[config.mk]
export PLATFORM = sky130hd
export DESIGN_NAME = disk_seq
export DESIGN_NICKNAME = d
export VERILOG_FILES = /design/src/rtl/disk_seq.sv
export SDC_FILE = /design/constraint.sdc
export NUM_CORES = 1
export LEC_CHECK = 0
export ABC_CLOCK_PERIOD_IN_PS = 3100
export CAP_MARGIN = 20
export CELL_PAD_IN_SITES_DETAIL_PLACEMENT = 0
export CELL_PAD_IN_SITES_GLOBAL_PLACEMENT = 1
export CORE_MARGIN = 2
export CORE_UTILIZATION = 42
export CTS_BUF_LIST = sky130_fd_sc_hd__clkbuf_8
export CTS_CLUSTER_DIAMETER = 30
export DETAILED_ROUTE_END_ITERATION = 8
export DONT_BUFFER_PORTS = 1
export PLACE_DENSITY = 0.74
export RECOVER_POWER = 50
export SYNTH_ARGS = -nofsm -noshare
export SYNTH_HDL_FRONTEND = slang
export SYNTH_SLANG_ARGS = --single-unit
[constraint.sdc]
create_clock -name clk -period 3.1 [get_ports clk]
set_input_delay 0.93 -clock clk [delete_from_list [all_inputs] [get_ports clk]]
set_output_delay 0.93 -clock clk [all_outputs]
set_load 0.01 [all_outputs]
[src/rtl/disk_seq.sv]
`timescale 1ns/1ps
module disk_seq #(
  parameter int NDRV         = 4,
  parameter int ROT_PERIOD   = 16,
  parameter int SECTOR_BYTES = 256,
  parameter int SECTORS      = 24
) (
  input  logic                 clk,
  input  logic                 rst_n,
  input  logic [2:0]           host_op,
  input  logic [7:0]           host_wdata,
  output logic [7:0]           host_rdata,
  input  logic [NDRV-1:0]      drive_busy,
  output logic [((NDRV>1)?$clog2(NDRV):1)-1:0] sel_unit,
  output logic                 platter,
  output logic [5:0]           hs_addr,
  input  logic [3:0]           addr_fault,
  input  logic                 drive_fault,
  input  logic                 drive_wprot,
  input  logic                 dma_active,
  output logic                 dma_stop,
  output logic                 dma_rvalid,
  output logic [7:0]           dma_rdata,
  input  logic                 disk_rvalid,
  input  logic [7:0]           disk_rdata,
  input  logic                 dma_wvalid,
  input  logic [7:0]           dma_wdata,
  input  logic                 dma_wend,
  output logic                 disk_wvalid,
  output logic [7:0]           disk_wdata,
  output logic                 irq
);
  localparam int UW = (NDRV > 1) ? $clog2(NDRV) : 1;
  localparam int TW = $clog2(ROT_PERIOD + 1);
  localparam int CW = $clog2(SECTOR_BYTES + 1);
  localparam int SW = $clog2(SECTORS);
  localparam logic [2:0] OP_SEL = 3'd1, OP_RD = 3'd2, OP_WR = 3'd3, OP_SS = 3'd4, OP_OC = 3'd5;
  localparam logic [7:0] ST_BUSY = 8'h08, ST_IDLE = 8'h02, ST_DTE = 8'h01;

  typedef enum logic [1:0] {S_IDLE, S_WAIT, S_XFER} st_t;

  st_t           st;
  logic [7:0]    sta, dbuf;
  logic [2:0]    cmd;
  logic [UW-1:0] svun;
  logic          svplat;
  logic [5:0]    hdsc;
  logic [TW-1:0] pre, tmr;
  logic [SW-1:0] rot;
  logic [CW-1:0] cnt;
  logic          fill;

  wire       idle     = sta[1];
  wire       is_cmd   = host_op == OP_OC;
  wire [3:0] cfn      = host_wdata[3:0];
  wire       clr      = is_cmd && cfn[3];
  wire       accept   = is_cmd && !cfn[3] && idle && !drive_busy[svun];
  wire       legal    = cfn[2:0] == 3'd1 || cfn[2:0] == 3'd2 || cfn[2:0] == 3'd3;
  wire       is_rd    = cmd == 3'd1;
  wire       is_wr    = cmd == 3'd2;
  wire [7:0] fflags   = {addr_fault, 3'b000, drive_fault | (is_wr & drive_wprot)};
  wire [7:0] rbyte    = disk_rvalid ? disk_rdata : 8'h00;
  wire [7:0] wbyte    = fill ? dbuf : dma_wdata;
  wire       byte_go  = st == S_XFER && (is_rd || (is_wr && (fill || dma_wvalid)));
  wire       last     = byte_go && cnt == CW'(SECTOR_BYTES - 1);

  assign sel_unit    = svun;
  assign hs_addr     = hdsc;
  assign dma_rvalid  = st == S_XFER && is_rd;
  assign dma_rdata   = rbyte;
  assign disk_wvalid = st == S_XFER && is_wr && (fill || dma_wvalid);
  assign disk_wdata  = wbyte;

  always_comb begin
    case (host_op)
      OP_RD:   host_rdata = idle ? 8'(rot) : dbuf;
      OP_SS:   host_rdata = {sta[7:3], |sta[7:4], sta[1:0]};
      default: host_rdata = 8'h00;
    endcase
  end

  always_ff @(posedge clk) begin
    if (!rst_n) begin
      pre <= '0;
      rot <= '0;
    end else if (pre == TW'(ROT_PERIOD - 1)) begin
      pre <= '0;
      rot <= (int'(rot) == SECTORS - 1) ? '0 : rot + 1'b1;
    end else begin
      pre <= pre + 1'b1;
    end
  end

  always_ff @(posedge clk) begin
    if (!rst_n || clr) begin
      st <= S_IDLE;  sta <= ST_BUSY | ST_IDLE;  cmd <= '0;
      svun <= '0;  svplat <= 1'b0;  platter <= 1'b0;
      dbuf <= '0;  hdsc <= '0;  tmr <= '0;  cnt <= '0;  fill <= 1'b0;
      irq <= 1'b0;  dma_stop <= 1'b0;
    end else begin
      irq      <= 1'b0;
      dma_stop <= 1'b0;
      case (host_op)
        OP_SEL: if (idle) begin
          svun   <= host_wdata[UW-1:0];
          svplat <= host_wdata[7];
        end
        OP_RD: if (!idle) sta[3] <= 1'b1;
        OP_WR: if (idle) hdsc <= host_wdata[5:0];
               else begin
                 sta[3] <= 1'b1;
                 dbuf   <= host_wdata;
               end
        OP_OC: if (accept) begin
          cmd     <= cfn[2:0];
          sta     <= (cfn[2:0] == 3'd2) ? 8'h00 : ST_BUSY;
          platter <= svplat;
          if (legal) begin
            st  <= S_WAIT;
            tmr <= TW'(ROT_PERIOD - 1);
          end
        end
        default: ;
      endcase

      case (st)
        S_WAIT: if (tmr != '0) tmr <= tmr - 1'b1;
          else begin
            cnt  <= '0;
            fill <= 1'b0;
            if (cmd == 3'd3 || (dma_active && |fflags)) begin
              sta      <= (sta | ST_IDLE | fflags) & ~ST_BUSY;
              irq      <= 1'b1;
              dma_stop <= |fflags;
              st       <= S_IDLE;
            end else if (!dma_active) begin
              sta <= (sta | ST_IDLE | ST_DTE) & ~ST_BUSY;
              irq <= 1'b1;
              st  <= S_IDLE;
            end else begin
              st <= S_XFER;
            end
          end
        S_XFER: begin
          if (is_wr && dma_wend) fill <= 1'b1;
          if (byte_go) begin
            cnt  <= cnt + 1'b1;
            dbuf <= is_rd ? rbyte : wbyte;
          end
          if (last) begin
            cnt  <= '0;
            fill <= 1'b0;
            if (int'(hdsc[4:0]) + 1 < SECTORS) hdsc <= hdsc + 1'b1;
            else hdsc <= {~hdsc[5], 5'b00000};
            if (dma_active) begin
              st  <= S_WAIT;
              tmr <= TW'(ROT_PERIOD - 1);
            end else begin
              sta <= (sta | ST_IDLE) & ~ST_BUSY;
              irq <= 1'b1;
              st  <= S_IDLE;
            end
          end
        end
        default: ;
      endcase
    end
  end
endmodule

After elaboration in Yosys (flattened, before gate mapping). Index checks and enable logic that the tools add are counted.

Register bits: 58. Output and inout bits: 37.

Reductions and logical operators: 33. Bitwise logic cells: 7. Equality and inequality tests: 21. Add/subtract/negate cells: 6. Magnitude comparators: 2. Muxes and demuxes: 58.

Operators with widths (count): 2-to-1 mux 8 bit (14); 2-to-1 mux 5 bit (7); one-hot mux 8 bit (2 select lines) (2); 2-to-1 mux 6 bit (5); 2-to-1 mux 9 bit (3); equality test 3 x 2 -> 1 bit (second input constant) (6); one-hot mux 9 bit (2 select lines) (1); 2-to-1 mux 2 bit (7); logical AND 1 bit (12); adder 5 x 1 -> 5 bit (second input constant) (2); 2-to-1 mux 1 bit (10); one-hot mux 5 bit (2 select lines) (1); adder 9 x 1 -> 9 bit (second input constant) (1); equality test 3 x 1 -> 1 bit (second input constant) (3); equality test 9 x 8 -> 1 bit (second input constant) (1); 2-to-1 mux 4 bit (2); OR 8 bit (1); OR reduction 4 bit (2); adder 5 x 1 -> 6 bit (second input constant) (1); adder 6 x 1 -> 6 bit (second input constant) (1); equality test 3 bit (second input constant) (2); logical OR 1 bit (6); less-than comparator 6 x 5 -> 1 bit (second input constant) (1); inequality test 3 bit (second input constant) (2); 23 further kinds (34).

Depth between registers and ports, before layout.
Depth in word-level cells: 10. Gate-level depth with buffers: 11. Depth with buffers taken out: 10.

Least setup slack after synthesis. OpenSTA, ideal clock, no wires.

Path type: input -> register. Start: input port drive_busy[3]. End: register tmr[2]. Path buffers: 0. Data required time: 3.012 ns. Slack: 0.226 ns. Arrival: 2.786 ns. Cell stages on the path: 6. Cells stage by stage: mux4_2 -> nor4_4 -> nor3b_4 -> o31ai_2 -> mux2_2 -> o32ai_2.

Cells in the longest elaborated chain, start to end: 9. Elaborated cells between the ends (all ways): 10. Classes of those cells: mux (8); reduce/logical (2).

Ends and longest elaborated chain: from (decl) (RTL line 13) `input logic [NDRV-1:0] drive_busy,`; binary-select mux 1 bit (select 2 bit) * (RTL line 57) `wire accept = is_cmd && !cfn[3] && idle && !drive_busy[svun];`; 2-to-1 mux 1 bit (not written as such) * (RTL line 57); zero test 1 bit * (RTL line 57); logical AND 1 bit * (RTL line 57); 2-to-1 mux 5 bit * (RTL line 114) `OP_OC: if (accept) begin`; 2-to-1 mux 5 bit * (RTL line 103) `case (host_op)`; 2-to-1 mux 5 bit (RTL line 155) `if (dma_active) begin`; 2-to-1 mux 5 bit (RTL line 150) `if (last) begin`; one-hot mux 5 bit (2 select lines) * (RTL line 126) `case (st)`; to (signal assigned) (RTL line 120) `tmr <= TW'(ROT_PERIOD - 1);`; to (signal assigned) (RTL line 127) `S_WAIT: if (tmr != '0) tmr <= tmr - 1'b1;`; to (signal assigned) (RTL line 157) `tmr <= TW'(ROT_PERIOD - 1);`; to (decl) (RTL line 48) `logic [TW-1:0] pre, tmr;`.

Every way passes the cells marked *; elsewhere a longest branch is shown, timed or not. The select of a mux whose other input is x is not followed. A chain may end at the register's enable or synchronous reset.

Worst setup path after layout. Same ends and word-level chain as after synthesis.

==> qor.log <==
INFO  cells_and_area num_antenna_cells=0
INFO  global_routing grt_antenna_before_repair=0
INFO  placed_design  portBuffers=0
INFO  global_routing globalRouteOverflowTotal=0
INFO  worst_setup_path critPathKind=in -> reg
INFO  power          cellLeakagePower=0.00126uW
INFO  cells_and_area num-nets-final=451
INFO  worst_hold_path worst_hold_path_type=reg -> reg
INFO  cells_and_area final_design_area_no_fill=3650um2
INFO  worst_setup_path critical-path-max-stage-delay=0.62ns
INFO  route          route.antenna.remaining_nets=0
INFO  global_routing gr-usage-all-layers=20.9%
INFO  worst_setup_path cp.arrival=2.97ns
INFO  die            floorplan.die.height=93um
INFO  synthesis      number_of_warnings_issued_by_yosys=0
INFO  synthesis      synth.yosys.seq_area_share=34.3%
INFO  power          p_seq_share=46.8%
INFO  timing         hold-worst-slack=0.457ns
INFO  power          internal_power=1230uW
INFO  synthesis      postSynthAreaPerCell=8.47um2
INFO  route          first_iter_violations=107
INFO  power          ir_drop=253uV
INFO  cts            htree_num_levels=3
INFO  cts            cts_repair_resize_count=0
INFO  timing         rsz0062_at_grt=no
INFO  route          drt_wl_total=8770um
INFO  synthesis      synth_enable_flop_cells=0
INFO  die            core.rowCount=32
INFO  global_routing number_of_global_route_vias_before_repair=2724
INFO  timing         finalSetupViolations=0
INFO  placed_design  dpl.cell_count=490
INFO  synthesis      synth_most_common_cell=sky130_fd_sc_hd__dfxtp_1
INFO  synthesis      synthesis.instances=393
INFO  synthesis      mappedNetlistArea=3330um2
INFO  cts            worst_setup_hold_path_clk_slew=0.07ns
INFO  die            floorplan.die.width=93um
INFO  global_routing pin_count_of_the_biggest_net_entering_global_routing=35
INFO  timing         slew_viol_final=0
INFO  cts            tritoncts.num_buffers=9
INFO  synthesis      synth_cell_type_count=55
INFO  cts            clkLatencyLatePin=0.35ns
INFO  timing         fin_skew=0.00836ns
INFO  die            core=7690um2
INFO  outcome        run_status=completed
INFO  worst_setup_path path_buf_inv=0
INFO  global_routing grt_first_pass_wirelength=14100um
INFO  route          viasPerCell=5.86
INFO  synthesis      synth_async_sr_flop_share=0%
INFO  worst_setup_path worst_setup_path_start_kind=primary input
INFO  synthesis      synth_top_cell_area_share=34.3%
INFO  route          drc_violation_count_after_routing=0
INFO  power          net-switching-power=382uW
INFO  cells_and_area layout-area-overhead-vs-synth=9.74%
INFO  worst_setup_path worstPathCellList=mux4_2 > nor4_1 > nor3b_1 > o31ai_2 > mux2_2 > o32ai_2
INFO  route          drt_first_pass_iters=6
INFO  cts            tritoncts=built
INFO  timing         hold_viol=0
INFO  worst_setup_path cpLargestDelayFamily=simple AND/OR/NAND/NOR gates
INFO  power          switching_share=23.7%
INFO  cells_and_area post_route_cells_drive_above_1_share=11.6%
INFO  synthesis      post_synth_main_area_contributors=sky130_fd_sc_hd__dfxtp_1, sky130_fd_sc_hd__mux2_2, sky130_fd_sc_hd__mux2i_1, sky130_fd_sc_hd__nor2_1, sky130_fd_sc_hd__a21oi_1
INFO  run            max_cap_violations=0
INFO  placed_design  gp_congestion=0.825
INFO  route          wire_per_inst=17.3um
INFO  power          clockPowerShare=47.3%
INFO  power          pwr_density_cell=442nW/um2
INFO  timing         tightestPinTransition=0.996ns
INFO  worst_setup_path worstSetupEndpointType=register
INFO  cts            clock_sink_count=57
INFO  timing         finalSetupTns=0ns
INFO  synthesis      post_synthesis_net_count=445
INFO  cells_and_area fin_cells=506
INFO  timing         min_period=2.70ns
INFO  die            fp.dieArea=8650um2
INFO  cts            postCtsHoldBufs=0
INFO  worst_setup_path worstPathRequired=3.37ns
INFO  die            io-pin-count=80
INFO  synthesis      synthTopCellsByCount=sky130_fd_sc_hd__dfxtp_1, sky130_fd_sc_hd__nor2_1, sky130_fd_sc_hd__a21oi_1
INFO  worst_setup_path path_max_fanout=5
INFO  placed_design  post_dp_cell_area=3470um2
INFO  route          vias=2963
INFO  timing         fmax=370MHz
INFO  worst_setup_path critical-path-slowest-cell=sky130_fd_sc_hd__nor4_1
INFO  die            initial_utilization=43.3%
INFO  timing         layout_worst_path_cycle_share=87.1%
INFO  synthesis      synth_ff_type=sky130_fd_sc_hd__dfxtp_1
INFO  placed_design  detailedPlacementHpwl=6650um
INFO  cts            cts_root_buffer=sky130_fd_sc_hd__clkbuf_8
INFO  synthesis      synth.ff_latch_count=57
INFO  cts            cts_max_path_bufs=2
INFO  timing         timing.slew.headroom=32.8%
INFO  power          share_comb_of_total_power=5.9%
INFO  synthesis      synthDominantAreaCellType=sky130_fd_sc_hd__dfxtp_1
INFO  cts            post-cts-setup-buffers=0
## layout by cell type (no fill, tap or decap), types with 3 or more instances in the layout
master                       count
sky130_fd_sc_hd__a211o_1         3
sky130_fd_sc_hd__a211oi_1       14
sky130_fd_sc_hd__a21oi_1        24
sky130_fd_sc_hd__a22o_1          4
sky130_fd_sc_hd__a22oi_1         6
sky130_fd_sc_hd__a32oi_1         3
sky130_fd_sc_hd__and2_0          8
sky130_fd_sc_hd__and2_1          6
sky130_fd_sc_hd__and3_1          6
sky130_fd_sc_hd__buf_4           6
sky130_fd_sc_hd__clkbuf_1        3
sky130_fd_sc_hd__clkbuf_8        9
sky130_fd_sc_hd__clkinvlp_4      4
sky130_fd_sc_hd__dfxtp_1        57
sky130_fd_sc_hd__ha_1            9
sky130_fd_sc_hd__inv_1          12
sky130_fd_sc_hd__mux2_2         20
sky130_fd_sc_hd__mux2i_1        22
sky130_fd_sc_hd__nand2_1        20
sky130_fd_sc_hd__nand2b_1        7
sky130_fd_sc_hd__nand3_1        11
sky130_fd_sc_hd__nand3b_1        5
sky130_fd_sc_hd__nand4_1         4
sky130_fd_sc_hd__nand4b_1        3
sky130_fd_sc_hd__nor2_1         56
sky130_fd_sc_hd__nor2b_1         7
sky130_fd_sc_hd__nor3_1          7
sky130_fd_sc_hd__nor3b_1         4
sky130_fd_sc_hd__nor4_1          3
sky130_fd_sc_hd__o21ai_0        22
sky130_fd_sc_hd__or3_1           4
sky130_fd_sc_hd__xor2_1          3
## registers in the layout (all words and copies together) (netlist names)
register	flops
dbuf	8
hs_addr	6
irq	1
sta	7
rot	5
svplat	1
pre	5
tmr	5
dma_stop	1
sel_unit	2
cnt	9
fill	1
platter	1
cmd	3
st	2
## worst register-to-register path, stage by stage (launching register included)
cell	delay (ns)
sky130_fd_sc_hd__dfxtp_1	0.46
sky130_fd_sc_hd__mux4_2	0.53
sky130_fd_sc_hd__nor4_1	0.62
sky130_fd_sc_hd__nor3b_1	0.44
sky130_fd_sc_hd__o31ai_2	0.09
sky130_fd_sc_hd__mux2_2	0.27
sky130_fd_sc_hd__o32ai_2	0.18
## kinds of logic after synthesis
| kind of cell | synth area share [%] |
|---|---|
| and+or+nand+nor | 24.3 |
| AOI/OAI and AO/OA | 20.0 |
| muxes | 14.1 |
| adders and majority gates | 3.38 |
| DFF | 34.3 |
| buffers and inverters | 2.93 |
| xor gates and xnor gates | 1.05 |
## power by group through the flow
stage	clock, uW	combinational (uW)	sequential (uW)
after floorplan	0	86.7	767
after global placement	0	98.5	771
after detailed placement	0	99.3	771
after CTS	780	100	754
after global routing	810	105	756
final	763	95.9	755
## path summary, 6_finish.rpt
check	startpoint	slack, ns	to	depth (start not counted)
setup / recovery	drive_busy[3]	0.40	tmr[2]$_SDFF_PP0_	6
setup reg to reg	sel_unit[0]$_SDFFE_PP0P_	0.43	tmr[2]$_SDFF_PP0_	6
hold reg to reg	pre[0]$_SDFF_PP0_	0.46	pre[0]$_SDFF_PP0_	1
hold / removal	pre[0]$_SDFF_PP0_	0.46	pre[0]$_SDFF_PP0_	1
## layout make-up
cell class                      count  area, um2
Inverter                           12       45.0
Fill cell                         786       4040
Clock buffer                        9        124
Sequential cell                    57       1140
Multi-Input combinational cell    310       2060
Tap cell                          102        128
Clock inverter                      7       95.1
Timing Repair Buffer                9       56.3
## layer usage
| layer | up-vias | track usage (%) | share of wire, % |
|---|---|---|---|
| met4 | 0 | 6.86 | 1.9 |
| met1 | 1409 | 27.1 | 46 |
| li1 | 1462 | - | - |
| met3 | 14 | 7.25 | 6.5 |
| met5 | - | 0 | 0 |
| met2 | 78 | 32.7 | 46 |
## metrics by stage
stage | power [uW] | worst slack, ns | util (%)
finish | 1610 | 0.399 | 47.5
global route | 1670 | 0.169 | 47.5
global placement | 869 | 0.393 | 45.1
CTS | 1630 | 0.395 | 48.0
floorplan | 853 | 0.226 | -
detailed placement | 870 | 0.371 | 45.1
No activity file was read; power rests on OpenSTA's default activity.
